$ cat config.mk
export PLATFORM = sky130hd
export DESIGN_NAME = pacc_pair
export DESIGN_NICKNAME = d
export VERILOG_FILES = /design/src/rtl/pacc_pkg.sv /design/src/rtl/pacc_edge_sync.sv /design/src/rtl/pacc_counter.sv /design/src/rtl/pacc_regbus.sv /design/src/rtl/pacc_pair.sv
export SDC_FILE = /design/constraint.sdc
export NUM_CORES = 1
export LEC_CHECK = 0
export BUFFER_PORTS_ARGS = -buffer_cell sky130_fd_sc_hd__buf_4
export CAP_MARGIN = 5
export CELL_PAD_IN_SITES_DETAIL_PLACEMENT = 0
export CELL_PAD_IN_SITES_GLOBAL_PLACEMENT = 1
export CORE_MARGIN = 1
export CORE_UTILIZATION = 39
export DETAILED_ROUTE_END_ITERATION = 10
export PLACE_DENSITY = 0.86
export SYNTH_ARGS = -nofsm -noshare
export SYNTH_HDL_FRONTEND = slang
export SYNTH_SLANG_ARGS = --single-unit
$ cat constraint.sdc
create_clock -name clk -period 5.65 [get_ports clk]
set_input_delay 1.695 -clock clk [delete_from_list [all_inputs] [get_ports clk]]
set_output_delay 1.695 -clock clk [all_outputs]
set_load 0.1 [all_outputs]
$ cat src/rtl/pacc_pkg.sv
package pacc_pkg;
    typedef enum logic [1:0] {
        REG_HI   = 2'd0,
        REG_LO   = 2'd1,
        REG_FLAG = 2'd2,
        REG_NONE = 2'd3
    } reg_sel_e;

    typedef enum logic {
        MODE_SPLIT = 1'b0,
        MODE_CASC  = 1'b1
    } mode_e;

    localparam int unsigned NUM_CH = 2;
    localparam int unsigned CH_LO  = 0;
    localparam int unsigned CH_HI  = 1;
endpackage

$ cat src/rtl/pacc_edge_sync.sv
module pacc_edge_sync #(
    parameter int unsigned STAGES = 2
) (
    input  logic clk,
    input  logic rst,
    input  logic pin,
    output logic rise
);
    // STAGES synchronizer flops plus one history flop for the edge
    logic [STAGES:0] chain;

    always_ff @(posedge clk) begin
        if (rst) begin
            chain <= '0;
        end else begin
            chain <= {chain[STAGES-1:0], pin};
        end
    end

    assign rise = chain[STAGES-1] & ~chain[STAGES];
endmodule

$ cat src/rtl/pacc_counter.sv
module pacc_counter #(
    parameter int unsigned W = 8
) (
    input  logic         clk,
    input  logic         rst,
    input  logic         ld,
    input  logic [W-1:0] ld_val,
    input  logic         inc,
    output logic [W-1:0] q,
    output logic         carry
);
    localparam logic [W-1:0] TOP = '1;

    // a load suppresses both the increment and its carry
    assign carry = inc & ~ld & (q == TOP);

    always_ff @(posedge clk) begin
        if (rst) begin
            q <= '0;
        end else if (ld) begin
            q <= ld_val;
        end else if (inc) begin
            q <= q + 1'b1;
        end
    end
endmodule

$ cat src/rtl/pacc_regbus.sv
module pacc_regbus
    import pacc_pkg::*;
#(
    parameter int unsigned W = 8,
    localparam int unsigned DW = 2 * W
) (
    input  logic          sel,
    input  logic          wr,
    input  logic          word,
    input  logic [1:0]    addr,
    input  logic [DW-1:0] wdata,
    input  logic [W-1:0]  q_hi,
    input  logic [W-1:0]  q_lo,
    input  logic          flag,
    output logic          ld_hi,
    output logic          ld_lo,
    output logic [W-1:0]  val_hi,
    output logic [W-1:0]  val_lo,
    output logic          flag_clr,
    output logic [DW-1:0] rdata
);
    reg_sel_e rsel;
    logic     wide;

    assign rsel = reg_sel_e'(addr);
    assign wide = word && (rsel == REG_HI);

    always_comb begin
        ld_hi    = 1'b0;
        ld_lo    = 1'b0;
        flag_clr = 1'b0;
        rdata    = '0;
        val_hi   = wide ? wdata[DW-1:W] : wdata[W-1:0];
        val_lo   = wdata[W-1:0];
        if (sel) begin
            unique case (rsel)
                REG_HI: begin
                    if (wr) begin
                        ld_hi = 1'b1;
                        ld_lo = wide;
                    end else begin
                        rdata = wide ? {q_hi, q_lo} : {{W{1'b0}}, q_hi};
                    end
                end
                REG_LO: begin
                    if (wr) ld_lo = 1'b1;
                    else    rdata = {{W{1'b0}}, q_lo};
                end
                REG_FLAG: begin
                    if (wr) flag_clr = wdata[0];
                    else    rdata = {{(DW-1){1'b0}}, flag};
                end
                REG_NONE: begin
                    rdata = '0;
                end
                default: rdata = '0;
            endcase
        end
    end
endmodule

$ cat src/rtl/pacc_pair.sv
module pacc_pair
    import pacc_pkg::*;
#(
    parameter int unsigned CNT_W       = 8,
    parameter int unsigned SYNC_STAGES = 2,
    localparam int unsigned DW = 2 * CNT_W
) (
    input  logic          clk,
    input  logic          rst,
    input  logic [1:0]    pulse_in,
    input  logic          casc_en,
    input  logic          irq_en,
    input  logic          bus_sel,
    input  logic          bus_wr,
    input  logic          bus_word,
    input  logic [1:0]    bus_addr,
    input  logic [DW-1:0] bus_wdata,
    output logic [DW-1:0] bus_rdata,
    output logic          irq
);
    mode_e mode_q, mode_d;

    logic [NUM_CH-1:0]            rise;
    logic [NUM_CH-1:0]            inc;
    logic [NUM_CH-1:0]            ld;
    logic [NUM_CH-1:0]            carry;
    logic [NUM_CH-1:0][CNT_W-1:0] ld_val;
    logic [NUM_CH-1:0][CNT_W-1:0] cnt_q;

    logic             flag_q;
    logic             flag_clr;
    logic             ovf_set;
    logic [CNT_W-1:0] cnt_lo, cnt_hi, val_lo, val_hi;
    logic             ld_lo, ld_hi, inc_lo;

    // one synchronizer and one counter per channel
    for (genvar ch = 0; ch < NUM_CH; ch++) begin : g_ch
        pacc_edge_sync #(.STAGES(SYNC_STAGES)) u_sync (
            .clk  (clk),
            .rst  (rst),
            .pin  (pulse_in[ch]),
            .rise (rise[ch])
        );
        pacc_counter #(.W(CNT_W)) u_cnt (
            .clk    (clk),
            .rst    (rst),
            .ld     (ld[ch]),
            .ld_val (ld_val[ch]),
            .inc    (inc[ch]),
            .q      (cnt_q[ch]),
            .carry  (carry[ch])
        );
    end

    pacc_regbus #(.W(CNT_W)) u_bus (
        .sel      (bus_sel),
        .wr       (bus_wr),
        .word     (bus_word),
        .addr     (bus_addr),
        .wdata    (bus_wdata),
        .q_hi     (cnt_q[CH_HI]),
        .q_lo     (cnt_q[CH_LO]),
        .flag     (flag_q),
        .ld_hi    (ld[CH_HI]),
        .ld_lo    (ld[CH_LO]),
        .val_hi   (ld_val[CH_HI]),
        .val_lo   (ld_val[CH_LO]),
        .flag_clr (flag_clr),
        .rdata    (bus_rdata)
    );

    // mode state register
    always_ff @(posedge clk) begin
        if (rst) mode_q <= MODE_SPLIT;
        else     mode_q <= mode_d;
    end

    // transitions JOIN and PART
    always_comb begin
        mode_d = mode_q;
        unique case (mode_q)
            MODE_SPLIT: if (casc_en)  mode_d = MODE_CASC;
            MODE_CASC:  if (!casc_en) mode_d = MODE_SPLIT;
            default:    mode_d = MODE_SPLIT;
        endcase
    end

    // per-state routing of increments and overflow
    always_comb begin
        inc[CH_LO] = rise[CH_LO];
        inc[CH_HI] = 1'b0;
        ovf_set    = 1'b0;
        unique case (mode_q)
            MODE_SPLIT: inc[CH_HI] = rise[CH_HI];
            MODE_CASC: begin
                inc[CH_HI] = carry[CH_LO];
                ovf_set    = carry[CH_HI];
            end
            default: inc[CH_HI] = 1'b0;
        endcase
    end

    always_ff @(posedge clk) begin
        if (rst)           flag_q <= 1'b0;
        else if (ovf_set)  flag_q <= 1'b1;
        else if (flag_clr) flag_q <= 1'b0;
    end

    assign irq = flag_q & irq_en;

    // flat views for the bound checker
    assign cnt_lo = cnt_q[CH_LO];
    assign cnt_hi = cnt_q[CH_HI];
    assign val_lo = ld_val[CH_LO];
    assign val_hi = ld_val[CH_HI];
    assign ld_lo  = ld[CH_LO];
    assign ld_hi  = ld[CH_HI];
    assign inc_lo = inc[CH_LO];
endmodule

# Yosys cells after proc, flatten, opt, wreduce, memory -nomap -nowiden
# Cells that the tools add are included.
op_classes:
  div_mod_pow: 0
  n_addsub: 2
  magnitude_cmp: 0
  n_reduce_logical: 5
  n_bitwise: 12
  n_mul: 0
  n_eq_ne: 5
  n_shift: 0
  muxes: 25
op_table:
  columns: ["operator", "count"]
  rows:
  - ["one-hot mux 16 bit (4 select lines)", 1]
  - ["two-way mux 16 bit", 3]
  - ["two-way mux 8 bit", 6]
  - ["adder 8 x 1 -> 8 bit, second input constant", 2]
  - ["== test 8 bit, second input constant", 2]
  - ["two-way mux 1 bit", 13]
  - ["AND 1 bit", 7]
  - ["nonzero test 2 bit", 3]
  - ["inverter 1 bit", 5]
  - ["== test 2 bit, second input constant", 2]
  - ["one-hot mux 1 bit (2 select lines)", 2]
  - ["== test 2 x 1 -> 1 bit, second input constant", 1]
  - ["zero test 2 bit", 1]
  - ["logical AND 1 bit", 1]
word_totals:
  ramBits: 0
  reg_bits: 24
  latch_bits: 0
  mem_count: 0
  wordCells: 55
  output_inout_bits: 17
  rom_bits: 0

# Depth between registers and ports, before layout
# Gate-level depths: netlist of the first run.
logic_depth:
  depth_word: 13
  depth_mapped: 7
  mapped_depth_nobuf: 5

# Modules after synthesis
# A second synthesis of the first run with hierarchy kept.
hier_totals:
  cells_unflattened: 195
  hier_area_um2: 1606.5
by_module_without_submodules:
  columns: ["mod", "cells_each", "n_inst", "area_each_um2"]
  rows:
  - ["pacc_counter", 55, 2, 456.7]
  - ["pacc_regbus", 63, 1, 435.4]
  - ["pacc_edge_sync", 7, 2, 87.6]
  - ["pacc_pair", 8, 1, 82.6]

# Worst setup path before layout of the first run
# OpenSTA, ideal clock, no wires.
synth_timing:
  path_kind: "input-to-output"
  startpoint: "input port bus_addr[0]"
  endpoint: "output port bus_rdata[10]"
  required_time_ns: 3.955
  setup_slack_ns: -0.085
  arrival_time_ns: 4.040
  stages: 3
  path_cell_list: "nor2_1 nand2_1 nor3_1"
synth_between:
  elab_chain_len: 6
  word_cells_on_any_way: 9
synth_lines:
  columns: ["item", "line", "text"]
  rows:
  - ["start, declared", "pacc_pair.sv:16", "input logic [1:0] bus_addr,"]
  - ["zero test 2 bit", "pacc_regbus.sv:26, pacc_regbus.sv:36", null]
  - ["logical AND 1 bit", "pacc_regbus.sv:26", "assign wide = word && (rsel == REG_HI);"]
  - ["two-way mux 16 bit", "pacc_regbus.sv:42", "rdata = wide ? {q_hi, q_lo} : {{W{1'b0}}, q_hi};"]
  - ["two-way mux 16 bit", "pacc_regbus.sv:38", "if (wr) begin"]
  - ["one-hot mux 16 bit (4 select lines) (*)", "pacc_regbus.sv:36", "unique case (rsel)"]
  - ["two-way mux 16 bit (*)", "pacc_regbus.sv:35", "if (sel) begin"]
  - ["end, declared", "pacc_pair.sv:18", "output logic [DW-1:0] bus_rdata,"]
# Every way passes the cells marked *; elsewhere a longest branch is shown, timed or not.

# Worst setup path after layout of the first run
layout_timing:
  startpoint: "input port bus_addr[0]"
  endpoint: "output port bus_rdata[14]"
# The elaborated chain is that of the path after synthesis.

==> results.toml, run 1 <==
[outcome]
status = "finished clean"

[cells_and_area]
final_common_cell = "buf_4"
final_layout_size_suffix_gt1_share_pct = 24.0
syn_to_final_growth_pct = 25.6
final_util_pct = 52.7
most-common-layout-cells = "buf_4 (44), nand2_1 (25), dfxtp_1 (24)"
nets = 252
antenna_cells = 0

[global_route]
antenna_found_initial = 0
grt_max_degree = 26
grt_overflow_total = 0
grt_pass1_vias = 1414
grtUsageTotal_pct = 21.2
grt_pass1_wl_um = 6640

[setup_path]
crit_path_max_incr_delay_ns = 0.34
crit_path_max_fanout = 7
critPathArrivalTime_ns = 3.00
crit_type = "input port to primary output"
rr_worst_depth = 5
crit_start = "bus_addr[0]"
worstSetupEndpointType = "primary output"
worstPathRequired_ns = 3.95
start_kind = "input port"
path_cells = "buf_4 -> nor2_1 -> nand2_1 -> nor2_1 -> and2_1 -> buf_4"
rrSetupSlack_ns = 3.82
r2r_start = "mode_q"
slowest_stage = "nor2_1"
rr_endpoint = "g_ch[1].u_cnt.q[7]"

[detailed_routing]
first_iter_violations = 81
routed_wl_um = 3980
ant_nets = 0
wl_per_cell_um = 14.9
drt_pre_antenna_iters = 4
drc = 0
avgViaCountPerCell = 5.48
num_vias = 1463

[pwr]
power.total_mw = 0.314
p_per_area_mw_per_mm2 = 175
ir_worst_vdd_mv = 0.129
leakagePower_nw = 0.697

[synthesis]
synth_top_area_share_pct = 33.5
yosysTopAreaCell = "dfxtp_1"
synth_area_mm2 = 0.00143
ys_warn_count = 0
synth.distinct_cells = 41
synth.avg_cell_area_um2 = 7.83
ys_seq_area_share_pct = 33.5
synthFlopType = "dfxtp_1"
syn_inst = 183
synth-edff-count = 0
synthTopCellsByArea = "dfxtp_1 (34%), nand2_1 (6.6%), a21oi_1 (4.9%), and2_1 (4.4%), nor2b_1 (3.5%)"
synth_fp_nets = 212
synth_seq_cells = 24
synthArstFlopShare_pct = 0

[placement]
place_ws_ns = 1.01
gp_congestion = 0.855
hpwl_um = 3110
io_buffers = 43

[sta]
rsz0062_at_grt = "false"
finalClockSkew_ns = 0.00383
report.final.hold_viol_count = 0
relSlewSlack_pct = 55.4
layout_setup_ws_ns = 0.958
period_share_pct = 83.0
setup_viol = 0
maxSlewViolCount = 0
max_freq_ghz = 0.213
worst_pin_slew_ns = 0.669
min_period_ns = 4.69
tns_ns = 0

[hold_path]
hold_class = "register to register"
hold_end = "g_ch[0].u_sync.chain[1]"
worstHoldStart = "g_ch[0].u_sync.chain[0]"
holdPathStages = 1

[floorplanning]
rows = 21
initial_core_util_pct = 41.9
die_y_um = 62.6
io_pins = 44
dieArea_mm2 = 0.00392
core_area_mm2 = 0.00342
die_x_um = 62.6

[clock_network]
cts_hold_buf = 0
cts_tree = "done"
path_clk_slew_ns = 0.12
htree_levels = 1
clockBufferDepth = 2
worstSkewPairLatency_ns = 0.30
cts-root-buf = "clkbuf_4"
cts_resized = 0
cts_setup_buffers = 0
numClockSinks = 24
cts_buffers = 3

[flow_run]
max_cap_violations = 0
==> critical path, delay by kind of cell <==
kind,cells,cell delay [ns]
buf+inv,2,0.42
simple gates,4,0.87
==> registers in the layout, summed over array words and instances, names as in the netlist <==
register / flops
flag_q: 1
g_ch.u_cnt.q: 16
g_ch.u_sync.chain: 6
mode_q: 1
==> per-layer routing <==
metal / vias up / track usage (%) / share of wire (%)
met3: 4 / 3.10 / 7.8
met1: 665 / 28.7 / 45
met4: 0 / 4.65 / 0.63
li1: 737 / - / -
met5: - / 0 / 0
met2: 57 / 35.5 / 47
==> Yosys cell counts, types with 4 or more instances <==
cell	instances
nor3_1	5
dfxtp_1	24
a211oi_1	6
and2_1	10
nor2b_1	8
nor2_1	12
nand3_1	4
a21o_1	4
o22ai_1	6
inv_1	4
nand2_1	25
a21oi_1	14
xor2_1	5
clkbuf_1	7
or3_1	6
o21ai_0	5
nand4_1	4
a31oi_1	4
==> metrics by stage <==
| stage | hold slack, ns | area [µm²] | instances |
|---|---|---|---|
| after CTS | 0.462 | 1800 | 267 |
| after floorplan | 0.414 | 1440 | 183 |
| after global placement | 0.430 | 1780 | 264 |
| after global routing | 0.471 | 1800 | 267 |
| after detailed placement | 0.435 | 1780 | 264 |
| final | 0.457 | 1800 | 267 |
==> worst max-delay path by stage <==
stage | to | slack [ns] | depth (start not counted)
after floorplan | bus_rdata[1] | 0.26 | 4
after global placement | bus_rdata[12] | 1.00 | 6
after detailed placement | bus_rdata[14] | 1.01 | 6
after CTS | bus_rdata[14] | 1.01 | 6
after global routing | bus_rdata[9] | 0.85 | 6
final | bus_rdata[14] | 0.96 | 6
==> logic make-up after synthesis <==
kind of cell / after synthesis / synth area share (%)
AO/OA/AOI/OAI: 52 / 25.0
XOR/XNOR: 6 / 3.67
adder cells (fa/ha/maj): 2 / 1.75
buffers and inverters: 13 / 4.45
flip-flops: 24 / 33.5
multiplexers: 2 / 1.40
AND/OR/NAND/NOR: 84 / 30.2
==> area by class of cell <==
type / instances / area (µm²)
Clock buffer: 3 / 22.5
Inverter: 4 / 15.0
Fill cell: 355 / 1620
Multi-Input combinational cell: 146 / 893
Sequential cell: 24 / 480
Timing Repair Buffer: 44 / 330
Tap cell: 46 / 57.6
==> power breakdown <==
group          internal, mW  leakage, nW  switching [mW]  total, mW
combinational        0.0258        0.487          0.0311     0.0569
sequential            0.177        0.196         0.00831      0.185
clock                0.0249       0.0138          0.0476     0.0725
Power figures use the tool's default switching activity.
==> run 2: changes to the inputs <==
--- a/config.mk
+++ b/config.mk
@@ -10,9 +10,9 @@
 export CELL_PAD_IN_SITES_DETAIL_PLACEMENT = 0
 export CELL_PAD_IN_SITES_GLOBAL_PLACEMENT = 1
 export CORE_MARGIN = 1
-export CORE_UTILIZATION = 39
+export CORE_UTILIZATION = 36
 export DETAILED_ROUTE_END_ITERATION = 10
-export PLACE_DENSITY = 0.86
+export PLACE_DENSITY = 0.8
 export SYNTH_ARGS = -nofsm -noshare
 export SYNTH_HDL_FRONTEND = slang
 export SYNTH_SLANG_ARGS = --single-unit
==> constraint.sdc (replaced) <==
create_clock -name clk -period 4.84 [get_ports clk]
set_input_delay 1.452 -clock clk [delete_from_list [all_inputs] [get_ports clk]]
set_output_delay 1.452 -clock clk [all_outputs]
set_load 0.1 [all_outputs]
==> results.toml, run 2 (synthesized netlist as in run 1, its figures left out) <==
[sta]
period_share_pct = 87.4
layout_setup_ws_ns = 0.610
finalClockSkew_ns = 0.00410
tns_ns = 0
relSlewSlack_pct = 56.2
min_period_ns = 4.23
fin_hold_ws_ns = 0.446
rsz0062_at_grt = "false"
worst_pin_slew_ns = 0.657
max_freq_ghz = 0.236
maxSlewViolCount = 0
setup_viol = 0
report.final.hold_viol_count = 0

[cells_and_area]
largest_reg_flops = 16
instances_no_fill = 270
final_common_cell = "buf_4"
antenna_cells = 0
ff_latch_area_um2 = 480
top_regs = "g_ch.u_cnt.q x16, g_ch.u_sync.chain x6"
nets = 252
final_layout_size_suffix_gt1_share_pct = 24.3
most-common-layout-cells = "buf_4 (44), nand2_1 (25), dfxtp_1 (24)"
n_fill_cell = 390
top_register = "g_ch.u_cnt.q"
syn_to_final_growth_pct = 28.0
multi_input_area_um2 = 893

[global_route]
grt_pass1_vias = 1331
grt.met3_usage_pct = 2.82
met2_usage_pct = 33.3
grtUsageMet1_pct = 28.8
grt_max_degree = 26
grt.busiest_layer = "met2"
grt_pass1_wl_um = 6640
antenna_found_initial = 0
grtUsageTotal_pct = 21.1
grt_overflow_total = 0

[floorplanning]
rows = 22
core_area_mm2 = 0.00374
dieArea_mm2 = 0.00424
die_y_um = 65.1
die_x_um = 65.1
initial_core_util_pct = 38.3
io_pins = 44

[detailed_routing]
drc = 0
ant_nets = 0
routed_wl_um = 4090
avgViaCountPerCell = 5.36
drt_pre_antenna_iters = 4
first_iter_violations = 100
num_vias = 1447
wl_per_cell_um = 15.1

[clock_network]
worstSkewPairLatency_ns = 0.27
cts-root-buf = "clkbuf_8"
cts_tree = "done"
cts_buffers = 3
cts_hold_buf = 0
numClockSinks = 24
cts_resized = 0
path_clk_slew_ns = 0.09
clockBufferDepth = 2
cts_setup_buffers = 0
htree_levels = 1

[pwr]
leakagePower_nw = 0.712
ir_worst_vdd_mv = 0.133
power.total_mw = 0.422
p_per_area_mw_per_mm2 = 230

[setup_path]
critPathArrivalTime_ns = 2.78
worstPathRequired_ns = 3.39
start_kind = "input port"
crit_path_max_fanout = 7
worstSetupEndpointType = "primary output"
crit_type = "input port to primary output"

[outcome]
status = "finished clean"

[placement]
hpwl_um = 3160
placed_cells = 266
io_buffers = 43
place_ws_ns = 0.642
gp_congestion = 0.848

[flow_run]
max_cap_violations = 0

[hold_path]
hold_class = "register to register"
run 2: power by group:
part	leakage, nW	internal, mW	switching, mW
Combinational	0.487	0.0301	0.0369
Clock	0.0288	0.0727	0.0666
Sequential	0.196	0.206	0.00990
run 2: layout make-up:
| class | count | area share [%] |
|---|---|---|
| Multi-Input combinational cell | 146 | 48.7 |
| Clock buffer | 4 | 3.00 |
| Sequential cell | 24 | 26.2 |
| Inverter | 4 | 0.819 |
| Timing Repair Buffer | 44 | 18.0 |
| Tap cell | 48 | 3.27 |
run 2: layer usage:
metal,up-vias,share of wire [%]
li1,737,-
met4,0,1.3
met2,52,46
met1,654,48
met3,4,5.2
met5,-,0
run 2: final timing paths:
path	depth (start not counted)	slack, ns	start	end
worst max-delay path	6	0.61	bus_addr[0]	bus_rdata[11]
worst min-delay path	1	0.45	g_ch[0].u_sync.chain[0]	g_ch[0].u_sync.chain[1]
worst max register to register	5	3.00	g_ch[0].u_cnt.q[3]	g_ch[1].u_cnt.q[4]
worst min register to register	1	0.45	g_ch[0].u_sync.chain[0]	g_ch[0].u_sync.chain[1]
run 2: through the flow:
stage               instance area (µm²)  util (%)
floorplan                          1440         -
global placement                   1780      47.5
detailed placement                 1780      47.5
CTS                                1830      49.0
global route                       1830      49.0
finish                             1830      49.0
run 2: worst max-delay path, stage by stage:
cell     delay [ns]
buf_4          0.14
nor2_1         0.13
nand2_1        0.20
nor2_1         0.37
and2_1         0.18
buf_4          0.29
